$ cat src/rtl/wp_pkg.sv
package wp_pkg;

  // Status byte bit positions (fixed by the host-visible format)
  localparam int unsigned ST_LOCK  = 7;
  localparam int unsigned ST_GRD_H = 3;
  localparam int unsigned ST_GRD_L = 2;
  localparam int unsigned ST_ARM   = 1;
  localparam int unsigned ST_BUSY  = 0;

  typedef enum logic [1:0] {
    GRD_NONE    = 2'b00,
    GRD_QUARTER = 2'b01,
    GRD_HALF    = 2'b10,
    GRD_ALL     = 2'b11
  } guardSel_t;

  typedef enum logic {
    PH_IDLE    = 1'b0,
    PH_PROGRAM = 1'b1
  } wpPhase_t;

  // Strobes from control to datapath
  typedef struct packed {
    logic armSet;
    logic armClr;
    logic loadPending;
    logic pendIsStatus;
    logic commit;
  } wpStrobe_t;

endpackage

$ cat src/rtl/wp_sync.sv
module wp_sync #(
  parameter int unsigned STAGES    = 2,
  parameter logic        RESET_VAL = 1'b0
) (
  input  logic clk,
  input  logic rstN,
  input  logic asyncIn,
  output logic syncOut
);
  logic [STAGES-1:0] chain;

  always_ff @(posedge clk or negedge rstN) begin
    if (!rstN) chain <= {STAGES{RESET_VAL}};
    else       chain <= {chain[STAGES-2:0], asyncIn};
  end

  assign syncOut = chain[STAGES-1];
endmodule

$ cat src/rtl/wp_control.sv
module wp_control
  import wp_pkg::*;
(
  input  logic      clk,
  input  logic      rstN,
  input  logic      cmdWren,
  input  logic      cmdWrdi,
  input  logic      cmdWrsr,
  input  logic      cmdWrite,
  input  logic      writeDone,
  input  logic      armed,
  input  logic      lockBit,
  input  logic      pinHigh,
  input  logic      addrGuarded,
  output wpStrobe_t stb,
  output logic      busy,
  output logic      acceptPulse,
  output logic      rejectPulse
);
  wpPhase_t phase, phaseNext;
  logic     accNext, rejNext;
  logic     statusOpen;

  // status register writable unless locked with the pin low
  assign statusOpen = !(lockBit && !pinHigh);

  always_comb begin
    stb       = '0;
    phaseNext = phase;
    accNext   = 1'b0;
    rejNext   = 1'b0;
    unique case (phase)
      PH_PROGRAM: begin
        // requests refused, enable/disable ignored while programming
        if (cmdWrsr || cmdWrite) rejNext = 1'b1;
        if (writeDone) begin
          // completion clears arm and commits pending status data
          stb.armClr = 1'b1;
          stb.commit = 1'b1;
          phaseNext  = PH_IDLE;
        end
      end
      default: begin
        if (cmdWren) stb.armSet = 1'b1;
        if (cmdWrdi) stb.armClr = 1'b1;
        if (cmdWrsr) begin
          if (armed && statusOpen) begin
            accNext          = 1'b1;
            stb.loadPending  = 1'b1;
            stb.pendIsStatus = 1'b1;
            phaseNext        = PH_PROGRAM;
          end else begin
            rejNext = 1'b1;               // arm untouched
          end
        end
        if (cmdWrite) begin
          if (armed && !addrGuarded) begin
            accNext         = 1'b1;
            stb.loadPending = 1'b1;
            phaseNext       = PH_PROGRAM;
          end else begin
            rejNext = 1'b1;
          end
        end
      end
    endcase
  end

  always_ff @(posedge clk or negedge rstN) begin
    if (!rstN) begin
      phase       <= PH_IDLE;
      acceptPulse <= 1'b0;
      rejectPulse <= 1'b0;
    end else begin
      phase       <= phaseNext;
      acceptPulse <= accNext;
      rejectPulse <= rejNext;
    end
  end

  assign busy = (phase == PH_PROGRAM);
endmodule

$ cat src/rtl/wp_datapath.sv
module wp_datapath
  import wp_pkg::*;
#(
  parameter int unsigned MEM_BYTES = 2048,
  parameter int unsigned ADDR_W    = $clog2(MEM_BYTES)
) (
  input  logic              clk,
  input  logic              rstN,
  input  wpStrobe_t         stb,
  input  logic              busy,
  input  logic              newLock,
  input  logic [1:0]        newGuard,
  input  logic [ADDR_W-1:0] writeAddr,
  input  logic [7:0]        writeData,
  output logic              armed,
  output logic              lockBit,
  output logic              addrGuarded,
  output logic [7:0]        statusByte,
  output logic [7:0]        arrayData
);
  localparam int unsigned QUARTER_LO = MEM_BYTES - MEM_BYTES / 4;
  localparam int unsigned HALF_LO    = MEM_BYTES / 2;
  localparam logic [ADDR_W-1:0] QUARTER_BASE = ADDR_W'(QUARTER_LO);
  localparam logic [ADDR_W-1:0] HALF_BASE    = ADDR_W'(HALF_LO);

  guardSel_t guardQ;
  logic      armQ, lockQ;
  logic      pendStatusQ, pendLockQ;
  logic [1:0] pendGuardQ;

  // Arm latch
  always_ff @(posedge clk or negedge rstN) begin
    if (!rstN)           armQ <= 1'b0;
    else if (stb.armClr) armQ <= 1'b0;
    else if (stb.armSet) armQ <= 1'b1;
  end

  // Pending write capture
  always_ff @(posedge clk or negedge rstN) begin
    if (!rstN) begin
      pendStatusQ <= 1'b0;
      pendLockQ   <= 1'b0;
      pendGuardQ  <= 2'b00;
      arrayData   <= 8'h00;
    end else if (stb.loadPending) begin
      pendStatusQ <= stb.pendIsStatus;
      if (stb.pendIsStatus) begin
        pendLockQ  <= newLock;
        pendGuardQ <= newGuard;
      end else begin
        arrayData <= writeData;
      end
    end
  end

  // Nonvolatile status fields, committed at completion
  always_ff @(posedge clk or negedge rstN) begin
    if (!rstN) begin
      lockQ  <= 1'b0;
      guardQ <= GRD_NONE;
    end else if (stb.commit && pendStatusQ) begin
      lockQ  <= pendLockQ;
      guardQ <= guardSel_t'(pendGuardQ);
    end
  end

  // Guarded range decode
  always_comb begin
    unique case (guardQ)
      GRD_QUARTER: addrGuarded = (writeAddr >= QUARTER_BASE);
      GRD_HALF:    addrGuarded = (writeAddr >= HALF_BASE);
      GRD_ALL:     addrGuarded = 1'b1;
      default:     addrGuarded = 1'b0;
    endcase
  end

  // Status byte assembly: R13 keeps unused bits at zero
  always_comb begin
    statusByte           = 8'h00;
    statusByte[ST_LOCK]  = lockQ;
    statusByte[ST_GRD_H] = guardQ[1];
    statusByte[ST_GRD_L] = guardQ[0];
    statusByte[ST_ARM]   = armQ;
    statusByte[ST_BUSY]  = busy;
  end

  assign armed   = armQ;
  assign lockBit = lockQ;
endmodule

$ cat src/rtl/eeprom_wprot.sv
module eeprom_wprot
  import wp_pkg::*;
#(
  parameter int unsigned MEM_BYTES   = 2048,
  parameter int unsigned SYNC_STAGES = 2,
  parameter int unsigned ADDR_W      = $clog2(MEM_BYTES)
) (
  input  logic              clk,
  input  logic              rstN,
  input  logic              cmdWren,
  input  logic              cmdWrdi,
  input  logic              cmdWrsr,
  input  logic [7:0]        wrsrData,
  input  logic              cmdWrite,
  input  logic [ADDR_W-1:0] writeAddr,
  input  logic [7:0]        writeData,
  input  logic              writeDone,
  input  logic              protectN,
  output logic              acceptPulse,
  output logic              rejectPulse,
  output logic [7:0]        statusByte,
  output logic              hwLockFlag,
  output logic [7:0]        arrayData
);
  wpStrobe_t stb;
  logic pinHigh, armed, lockBit, addrGuarded, busy;
  logic unusedWrsrBits;

  assign unusedWrsrBits = ^{wrsrData[6:4], wrsrData[1:0]};

  // two-flop synchronizer on the protect pin
  wp_sync #(.STAGES(SYNC_STAGES), .RESET_VAL(1'b0)) u_pinSync (
    .clk(clk), .rstN(rstN), .asyncIn(protectN), .syncOut(pinHigh)
  );

  wp_control u_ctrl (
    .clk(clk), .rstN(rstN),
    .cmdWren(cmdWren), .cmdWrdi(cmdWrdi), .cmdWrsr(cmdWrsr),
    .cmdWrite(cmdWrite), .writeDone(writeDone),
    .armed(armed), .lockBit(lockBit), .pinHigh(pinHigh),
    .addrGuarded(addrGuarded),
    .stb(stb), .busy(busy),
    .acceptPulse(acceptPulse), .rejectPulse(rejectPulse)
  );

  wp_datapath #(.MEM_BYTES(MEM_BYTES), .ADDR_W(ADDR_W)) u_dp (
    .clk(clk), .rstN(rstN), .stb(stb), .busy(busy),
    .newLock(wrsrData[ST_LOCK]), .newGuard(wrsrData[ST_GRD_H:ST_GRD_L]),
    .writeAddr(writeAddr), .writeData(writeData),
    .armed(armed), .lockBit(lockBit), .addrGuarded(addrGuarded),
    .statusByte(statusByte), .arrayData(arrayData)
  );

  // lock active while lock bit set and synchronized pin low
  assign hwLockFlag = lockBit && !pinHigh;
endmodule

$ cat config.mk
export PLATFORM = sky130hd
export DESIGN_NAME = eeprom_wprot
export DESIGN_NICKNAME = d
export VERILOG_FILES = /design/src/rtl/wp_pkg.sv /design/src/rtl/wp_sync.sv /design/src/rtl/wp_control.sv /design/src/rtl/wp_datapath.sv /design/src/rtl/eeprom_wprot.sv
export SDC_FILE = /design/constraint.sdc
export NUM_CORES = 1
export LEC_CHECK = 0
export ABC_AREA = 1
export BUFFER_PORTS_ARGS = -buffer_cell sky130_fd_sc_hd__buf_2
export CAP_MARGIN = 20
export CORE_ASPECT_RATIO = 1.4
export CORE_MARGIN = 3
export CORE_UTILIZATION = 38
export DETAILED_ROUTE_END_ITERATION = 12
export PLACE_DENSITY = 0.71
export SLEW_MARGIN = 0
export SYNTH_ARGS = -nofsm -noshare
export SYNTH_HDL_FRONTEND = slang
export SYNTH_SLANG_ARGS = --single-unit
$ cat constraint.sdc
create_clock -name clk -period 1.1 [get_ports clk]
set_input_delay 0.11 -clock clk [delete_from_list [all_inputs] [get_ports clk]]
set_output_delay 0.11 -clock clk [all_outputs]
set_load 0.05 [all_outputs]
==> impl_results.md, run 1 <==
- Status: complete, but fails checks
- Failing checks: negative setup slack
- Mapped Area: 938.4 um2
- Commonest non-fill, non-tap cells in the layout: 30 x buf_2, 24 x nand2_1, 17 x dfrtp_1
- Reg2Reg Setup Slack: -80 ps
- Commonest non-fill, non-tap cell in the layout: buf_2
- CP max FO: 3
- LEAKAGE: roughly 0.72 nW
- Crit path capture type: output port
- Routed vias: approximately 800
- HP Start: wrsrData[3]
- Peak supply drop: approximately 1.6 mV
- Largest net degree at the start of global routing: 22
- CTS Buffer Depth: 2
- Setup repair after global routing missed its margin: yes
- Hold WC Path Type: input pin to register
- Reg power frac: 31.0%
- CP startpoint kind: register
- Hold depth: 3
- Sequential area share after synthesis: a little under three fifths
- Clock latency at the later pin of the worst-skew pair: roughly 310 ps
- Die X: roughly 48 um
- Final Slew Violations: 0
- Worst R2R Path Depth: 5
- Critical R2R Launch: u_ctrl.busy
- DRT iter0 DRCs: 11
- Drt total wl: 2050 um
- Max-capacitance violation count: 0
- Vias in the first global route: approximately 740
- Antenna-violating nets left: 0
- Area of the multi-input gates: 375.4 um2
- FF+latch area: around 530 um2
- Clk root buf: clkbuf_4
- DRC viols: 0
- P_sw: about 2.1 mW
- Min Clock Period, post-route: roughly 1200 ps
- Switching part of the total: 49.57%
- CTS tree: yes
- Hold path endpoint: u_dp.pendGuardQ[1]
- Final Hold Vio Count: 0
- Io pins: 54
- Final Cycle Share: 107.9%
- CTS buffer count: 3
- Synthesized flop and latch total: 21
- Port buffer count: 36
- Die outline area: 0.003110 mm2
- Filler Cell Count: around 200
- Synth unique cells: 17
- Logic pwr share: 60.1%
- H-tree depth: 1
- Antenna diodes: 0
- HPWL after DPL: 1486 um
- Clk pwr share: about 9%
- Clock Skews: around 7.3 ps
- Power per cell area: between 3000 and 4000 mW/mm2
- Cells after synthesis: 100
- Average wire per standard cell: about 12 um
- 1st-pass router iterations: 4
- Grt total ovfl: 0
- Clk pin slew, worst setup/hold paths: about 110 ps
- Initial antenna violation count: 0
- Core region area: about 0.0023 mm2
- Setup TNS: -843.0 ps
- R2R Path End: u_dp.arrayData[7]
- Global-route wire length before repair: ~3100 um
- Ratio of cells with drive above 1 in the final layout: about 48%
- Global Route Usage Sum: 14.27%
- Mapped Avg Cell Area: approximately 9.4 um2
- Max Clk Rate: 842.7 MHz
- Chip height: about 65 um
- CTS Sinks: 21
- Final worst-path setup slack: -86.63 ps
- Internal: 2.114 mW
- YS warnings: 0
- WS Path Type: register to output port
- Site row count: 20
- Final-stage net count: between 150 and 200
- Core Util, Final: approximately three fifths
- Initial Util: a little over two fifths
- Placer Congestion: about 0.76
- Final setup vio count: 16
- Arrival @ worst endpoint: about 1100 ps
- Syn-to-layout area delta: 44.80%
- Via density: 4.667
- WP data required: between 900 and 1000 ps
## worst max-delay path by stage
stage,start,to,cells after the start
final,u_pinSync.chain[1],hwLockFlag,4
after global routing,u_ctrl.busy,u_dp.arrayData[5],5
after CTS,u_pinSync.chain[1],hwLockFlag,4
after detailed placement,u_dp.armed,u_dp.arrayData[3],6
after global placement,u_dp.armed,u_dp.arrayData[3],6
after floorplan,u_dp.guardQ[0],u_ctrl.busy,6
## repair_timing
| item | 4_1_cts | 5_1_grt |
|---|---|---|
| setup buffers | 2 | 0 |
| gates cloned | 1 | 0 |
| endpoints found under the hold margin | 22 | 0 |
| hold buffers | 2 | 0 |
| gates resized for setup | 22 | 10 |
| pin swaps | 2 | 3 |
| setup endpoints to repair | 18 | 21 |
## cell type report
| cell class | instances | share of cell area (%) |
|---|---|---|
| flip-flops and latches | 21 | 39.04 |
| multi-input cells | 64 | 27.62 |
| clock buffers | 4 | 1.934 |
| well taps | 22 | 2.026 |
| inverters | 10 | 2.762 |
| repair buffers | 50 | 26.61 |
## power groups by stage
stage	clock, mW	combinational, mW	sequential (mW)
after floorplan	0	0.971	1.97
after CTS	0.382	2.44	1.29
after detailed placement	0	2.18	1.28
after global routing	0.412	2.70	1.34
final	0.370	2.52	1.30
after global placement	0	2.15	1.26
## kinds of logic after synthesis
| family | after synthesis | synth area share, % |
|---|---|---|
| simple gates | 50 | 26.67 |
| flops | 21 | 56.00 |
| buf+inv | 18 | 11.20 |
| compound gates | 10 | 5.733 |
| other cells | 1 | 0.3996 |
## worst max-delay path: stages, from the launching register on
cell     delay (ps)
dfrtp_1         390
inv_1            70
nand2_2          90
inv_2            80
buf_8           140
## registers in the layout (all words and copies together), names as in the netlist
signal and flops:
u_ctrl.acceptPulse 1, u_ctrl.busy 1, u_ctrl.rejectPulse 1, u_dp.armed 1, u_dp.arrayData 8, u_dp.guardQ 2
u_dp.lockBit 1, u_dp.pendGuardQ 2, u_dp.pendLockQ 1, u_dp.pendStatusQ 1, u_pinSync.chain 2
## layer usage
layer / vias up / GRT usage (%) / share of wire (%)
met2: 23 / 23.01 / 51
met3: 4 / 2.500 / 3.8
met1: 361 / 16.81 / 43
met5: - / 0 / 0
li1: 410 / - / -
met4: 0 / 8.081 / 2.6
## cell usage after synthesis
cell / number / area (um2)
buf_4: 6 / 45.04
nor2_4: 1 / 11.26
nand2_1: 28 / 105.1
conb_1: 1 / 3.750
nand3_4: 2 / 35.03
o21ai_1: 1 / 5.000
a21oi_1: 5 / 25.02
dfrtp_1: 21 / 525.5
o211ai_1: 1 / 7.510
nand4_1: 8 / 50.05
nand3_1: 2 / 10.01
nor2_1: 7 / 26.28
o22ai_1: 1 / 6.260
nor2_2: 2 / 12.51
inv_1: 10 / 37.54
buf_6: 2 / 22.52
o21ai_0: 2 / 10.01
## stage by stage
step	setup WS, ps	cell area, um2	hold WS (ps)	power [mW]	std cells
3_5_place_dp	-83.86	1189	88.61	3.463	162
5_1_grt	-165.2	1359	11.15	4.457	171
2_1_floorplan	-109.5	973.4	-185.6	2.939	102
4_1_cts	-76.28	1321	24.57	4.109	171
6_report	-86.63	1359	22.61	4.193	171
3_3_place_gp	-53.00	1189	78.74	3.416	162
(Power assumes the default switching activity.)
==> run 2: changes to the inputs <==
--- a/config.mk
+++ b/config.mk
@@ -11,9 +11,11 @@
 export CORE_ASPECT_RATIO = 1.4
 export CORE_MARGIN = 3
 export CORE_UTILIZATION = 38
+export CTS_CLUSTER_DIAMETER = 50
 export DETAILED_ROUTE_END_ITERATION = 12
 export PLACE_DENSITY = 0.71
 export SLEW_MARGIN = 0
 export SYNTH_ARGS = -nofsm -noshare
 export SYNTH_HDL_FRONTEND = slang
 export SYNTH_SLANG_ARGS = --single-unit
+export TNS_END_PERCENT = 30
==> run 2 against run 1 <==
Compared with the run above: the run still ends with negative setup slack left; die area unchanged; core utilization grew 2.2 points; sequential power is essentially flat; first-iteration DRC count grew 82%; non-clock buffer count rose by 1; combinational power rose by 5%; clock-buffer cell count is the same; total power increased by 3.5%; routed wire length grew 12%; highest routed layer unchanged; clock power about the same; global-route usage is 3.1 points higher.
==> impl_results.md, run 2 (synthesis gave the netlist of run 1 again) <==
- Clk root buf: clkbuf_4
- Site row count: 20 (unchanged)
- DRC viols: 0 (unchanged)
- Global Route Usage Sum: 17.38% (+3.1 points)
- Largest Register: u_dp.arrayData
- Arrival @ worst endpoint: 1380 ps (+300 ps)
- DRT iter0 DRCs: 20 (+9)
- Placer Congestion: 0.7523 (-1.5%)
- Max Clk Rate: 845.8 MHz (+0.36%)
- Chip height: 64.80 um (unchanged)
- Die outline area: 0.003110 mm2 (unchanged)
- Total Power: 4.338 mW (+3.5%)
- Vias in the first global route: 844 (+14%)
- CTS Buffer Depth: 2 (unchanged)
- Antenna-violating nets left: 0 (unchanged)
- Average wire per standard cell: 13.25 um (+11%)
- Clk pwr share: 8.5% (-0.3 points)
- Crit path capture type: register
- Final Hold Vio Count: 0 (unchanged)
- Port buffer count: 36 (unchanged)
- Commonest non-fill, non-tap cell in the layout: buf_2
- CP max FO: 8 (+5)
- Peak supply drop: 1.104 mV (-30%)
- CTS tree: yes
- WS Path Type: register to register
- Routed vias: 856 (+7.3%)
- Final Cycle Share: 107.5% (-0.39 points)
- Core region area: 0.002252 mm2 (unchanged)
- Die X: 48 um (unchanged)
- Switching part of the total: 50.14% (+0.56 points)
- Drt total wl: 2293 um (+12%)
- P_sw: 2.175 mW (+4.6%)
- Status: complete, but fails checks
- Commonest non-fill, non-tap cells in the layout: 27 x buf_2, 21 x nand2_1, 17 x dfrtp_1
- Global-route wire length before repair: 3829 um (+22%)
- Initial antenna violation count: 0 (unchanged)
- CP startpoint kind: register
- CP max-delay cell: dfrtp_2
- Grt total ovfl: 0 (unchanged)
- 1st-pass router iterations: 4 (unchanged)
- Logic pwr share: 61.0% (+0.9 points)
- Failing checks: negative setup slack
- Reg power frac: 30.4% (-0.6 points)
- Syn-to-layout area delta: 50.13%
- Non-filler cells, final: 173 (+1.2%)
- Largest net degree at the start of global routing: 22 (unchanged)
- H-tree depth: 1 (unchanged)
- Final-stage net count: 187 (+1.1%)
- Max incr delay on CP: 440 ps (+50 ps)
- Clk pin slew, worst setup/hold paths: 110 ps (about the same)
- Clock Skews: 3.864 ps (-3.477 ps)
- Via density: 4.948 (+6.0%)
- Min Clock Period, post-route: 1182 ps (-4.293 ps)
- Ratio of cells with drive above 1 in the final layout: 52.32% (+4.0 points)
- HPWL after DPL: 1576 um (+6.0%)
- Max reg flops: 8 (unchanged)
- WP data required: 1300 ps (+310 ps)
- Io pins: 54 (unchanged)
- CTS Sinks: 21 (unchanged)
- Antenna diodes: 0 (unchanged)
- Crit path cell chain: nor2_2 > nor2_2 > nor2_4 > nand3_4 > nand2_1 > nand2_1
- Power per cell area: 3079 mW/mm2 (-0.22%)
- Clock latency at the later pin of the worst-skew pair: 300 ps (about the same)
- Final setup vio count: 18 (+2)
- Placed cell count: 161 (-0.62%)
- CTS buffer count: 3 (unchanged)
- Final worst-path setup slack: -82.34 ps (+4.293 ps)
- Final Slew Violations: 0 (unchanged)
- Setup repair after global routing missed its margin: yes
- LEAKAGE: 0.7267 nW (+0.32%)
- Initial Util: 41.67% (unchanged)
- Hold WC Path Type: input pin to register
- Setup TNS: -1029 ps (-186.0 ps)
- Core Util, Final: 62.56% (+2.2 points)
- Internal: 2.163 mW (+2.3%)
- Max-capacitance violation count: 0 (unchanged)
## run 2: cell types whose count changed in the layout (fill, tap and decap cells not counted), moves of 2 or more
cell,delta
buf_2,-3
buf_4,+3
buf_8,-3
clkbuf_4,+2
nand2_1,-3
nand2_2,+2
## run 2: layout make-up
cell class                 count  area, um2
clock buffer                   4      26.28
fill                         192      843.3
inverter                      10      37.54
multi-input combinational     65      416.7
sequential                    21      530.5
tap                           22      27.53
timing repair buffer          51      370.4
## run 2: routing by layer
layer  share of wire [%]  track usage, %  vias to the layer above
met5                   0               0                        -
met4                 2.5           9.091                        0
met3                 3.4           2.778                        5
met2                  56           28.15                       21
met1                  38           20.92                      409
li1                    -               -                      421
## run 2: path summary, 6_finish.rpt
path,start,endpoint,slack [ps],depth (start not counted)
setup reg to reg,u_dp.guardQ[0],u_dp.arrayData[7],-80,6
setup / recovery,u_dp.guardQ[0],u_dp.arrayData[7],-80,6
hold reg to reg,u_pinSync.chain[0],u_pinSync.chain[1],370,0
max in group asynchronous,rstN,u_ctrl.busy,480,2
hold / removal,cmdWrdi,u_dp.armed,20,4
min in group asynchronous,rstN,u_pinSync.chain[0],270,2
## run 2: critical path: cells and delay by family, from the launching register on
kind / cells / cell delay, ps
and+or+nand+nor: 6 / 640
DFF: 1 / 440
## run 2: through the flow
| step | setup slack (ps) | area [um2] | hold slack [ps] |
|---|---|---|---|
| 3_3_place_gp | -61.46 | 1191 | 80.40 |
| 5_1_grt | -176.0 | 1409 | 24.46 |
| 3_5_place_dp | -127.3 | 1191 | 86.37 |
| 6_report | -82.34 | 1409 | 23.56 |
| 4_1_cts | -87.39 | 1336 | 22.20 |
| 2_1_floorplan | -109.5 | 970.9 | -185.6 |
## run 2: repair_timing
action / in CTS / in global routing
resized for setup: 17 / 24
buffers inserted: 4 / 0
pin swaps: 8 / 5
hold buffers: 2 / 0
hold endpoints to repair: 22 / 0
cloned: 2 / 0
setup endpoints to repair: 22 / 27
## run 2: power groups by stage
stage	Sequential [mW]	Clock [mW]	Combinational (mW)
after floorplan	1.97	0	0.966
final	1.32	0.369	2.65
after global placement	1.27	0	2.17
after global routing	1.36	0.425	2.84
after CTS	1.29	0.380	2.49
after detailed placement	1.29	0	2.21
==> run 3: changes to the inputs <==
--- a/config.mk
+++ b/config.mk
@@ -9,7 +9,6 @@
 export BUFFER_PORTS_ARGS = -buffer_cell sky130_fd_sc_hd__buf_2
 export CAP_MARGIN = 20
 export CORE_ASPECT_RATIO = 1.4
-export CORE_MARGIN = 3
 export CORE_UTILIZATION = 38
 export CTS_CLUSTER_DIAMETER = 50
 export DETAILED_ROUTE_END_ITERATION = 12
==> run 3 against run 2 <==
Compared with the run above: the run ends with design-rule violations, negative setup slack left; total power decreased by 6.2%; sequential share of layout area increased by 2.3 points; fmax up 2.6%; critical path depth unchanged; largest cell class unchanged; largest power group unchanged.
==> impl_results.md, run 3 (synthesis gave the netlist of run 1 again) <==
- Core region area: 0.002252 mm2 (unchanged)
- Vias in the first global route: 750 (-11%)
- Max reg flops: 8 (unchanged)
- Chip height: 60.80 um (-6.2%)
- Io pins: 54 (unchanged)
- Area of the multi-input gates: 365.4 um2 (-12%)
- WS Path Type: register to register
- Final Hold Vio Count: 0 (unchanged)
- Final setup vio count: 14 (-4)
- Largest Register: u_dp.arrayData
- Crit path capture type: register
- Critical Path Start: u_dp.guardQ[0]
- Power per cell area: 3064 mW/mm2 (-0.48%)
- Initial antenna violation count: 0 (unchanged)
- Average wire per standard cell: 11.26 um (-15%)
- Worst R2R Path Depth: 6 (unchanged)
- Status: complete, but fails checks
- Total Power: 4.068 mW (-6.2%)
- Antenna diodes: 0 (unchanged)
- FF+latch area: 530.5 um2 (unchanged)
- Global-route wire length before repair: 3118 um (-19%)
- Commonest non-fill, non-tap cell in the layout: buf_2
- Routed vias: 837 (-2.2%)
- Arrival @ worst endpoint: 1360 ps (-20 ps)
- Final-stage net count: 185 (-1.1%)
- CP Capture Point: u_dp.arrayData[0]
- Max Clk Rate: 868.0 MHz (+2.6%)
- Non-filler cells, final: 171 (-1.2%)
- CP startpoint kind: register
- Syn-to-layout area delta: 41.47%
- Die X: 44 um (-8.3%)
- R2R Path End: u_dp.arrayData[0]
- Clk pin slew, worst setup/hold paths: 120 ps (about the same)
- DRT iter0 DRCs: 32 (+60%)
- LEAKAGE: 0.7209 nW (-0.81%)
- H-tree depth: 1 (unchanged)
- DRC viols: 1 (+1)
- Die outline area: 0.002675 mm2 (-14%)
- Clk root buf: clkbuf_4
- Failing checks: design-rule violations, negative setup slack
- Final worst-path setup slack: -52.04 ps (+30.30 ps)
- Initial Util: 41.67% (unchanged)
- Dpl ws: -86.31 ps (+40.96 ps)
- Critical R2R Launch: u_dp.guardQ[0]
- Peak supply drop: 1.390 mV (+26%)
- CTS buffer count: 3 (unchanged)
- Max-capacitance violation count: 0 (unchanged)
- Drt total wl: 1925 um (-16%)
- Commonest non-fill, non-tap cells in the layout: 30 x buf_2, 24 x nand2_1, 17 x dfrtp_1
- Clock Skews: 6.976 ps (+3.112 ps)
- CTS Buffer Depth: 2 (unchanged)
- HPWL after DPL: 1377 um (-13%)
- CTS tree: yes
- Grt total ovfl: 0 (unchanged)
- Port buffer count: 36 (unchanged)
- Setup repair after global routing missed its margin: yes
- Antenna-violating nets left: 0 (unchanged)
- Final Cycle Share: 104.7% (-2.8 points)
- Global Route Usage Sum: 15.78% (-1.6 points)
- Final Slew Violations: 0 (unchanged)
- Reg2Reg Setup Slack: -50 ps (+30 ps)
- Filler Cell Count: 207 (+7.8%)
- WP data required: 1310 ps (about the same)
- CTS Sinks: 21 (unchanged)
- 1st-pass router iterations: 9 (+5)
- Ratio of cells with drive above 1 in the final layout: 48.32% (-4.0 points)
- Largest net degree at the start of global routing: 22 (unchanged)
- Via density: 4.895 (-1.1%)
- Site row count: 20 (unchanged)
- Placer Congestion: 0.7325 (-2.6%)
- Placed cell count: 161 (unchanged)
- CP max FO: 8 (unchanged)
- Hold WC Path Type: input pin to register
- Min Clock Period, post-route: 1152 ps (-30.30 ps)
- Clock latency at the later pin of the worst-skew pair: 300 ps (about the same)
==> run 3: metal layers <==
| metal | vias up | wire length (um) | share of wire [%] | GRT usage, % |
|---|---|---|---|---|
| met5 | - | 0 | 0 | 0 |
| met4 | 0 | 48 | 2.5 | 9.957 |
| met3 | 6 | 85 | 4.4 | 1.190 |
| met2 | 29 | 978 | 51 | 25.63 |
| met1 | 389 | 812 | 42 | 20.23 |
| li1 | 413 | - | - | - |
==> run 3: how the worst min path moves through the flow <==
stage	to	from	cells after the start	slack (ps)
2_1_floorplan	u_ctrl.acceptPulse	rstN	0	-190
4_1_cts	u_dp.armed	cmdWrdi	4	30
3_3_place_gp	u_pinSync.chain[0]	rstN	1	80
3_5_place_dp	u_pinSync.chain[0]	rstN	1	90
6_report	u_dp.armed	cmdWrdi	4	30
5_1_grt	u_dp.armed	cmdWrdi	4	20
==> run 3: per-stage QoR <==
step                      utilization, %  area, um2  setup TNS [ps]  hold slack, ps
after floorplan                        -      970.9           -1017          -185.6
after global placement             52.33       1179          -499.7           80.14
after detailed placement           52.33       1179          -818.8           92.07
after CTS                          57.78       1301          -423.1           27.47
after global routing               58.94       1328           -1470           20.59
final                              58.94       1328          -507.5           27.15
==> run 3: critical path: stages, from the launching register on <==
cell and delay (ps):
dfrtp_2 440, nor2_2 100, nor2_2 60, nor2_4 170
nand3_4 150, nand2_1 90, nand2_1 50
==> run 3: area by class of cell <==
| cell class | count | share of cell area [%] |
|---|---|---|
| Clock buffer | 3 | 1.697 |
| Clock inverter | 1 | 0.3770 |
| Inverter | 10 | 2.828 |
| Multi-Input combinational cell | 64 | 27.52 |
| Sequential cell | 21 | 39.96 |
| Tap cell | 22 | 2.074 |
| Timing Repair Buffer | 50 | 25.54 |
==> run 3: power by group <==
part	switching (mW)	internal [mW]	total (mW)
combinational	1.63	0.789	2.42
sequential	0.189	1.10	1.29
clock	0.230	0.136	0.365
==> run 3: repair_timing <==
item | CTS | global route
gates resized for setup | 18 | 8
pin swaps | 2 | 4
cloned | 1 | 0
buffers inserted | 2 | 1
hold buffers | 2 | 0
hold endpoints to repair | 22 | 0
endpoints found under the setup margin | 21 | 22
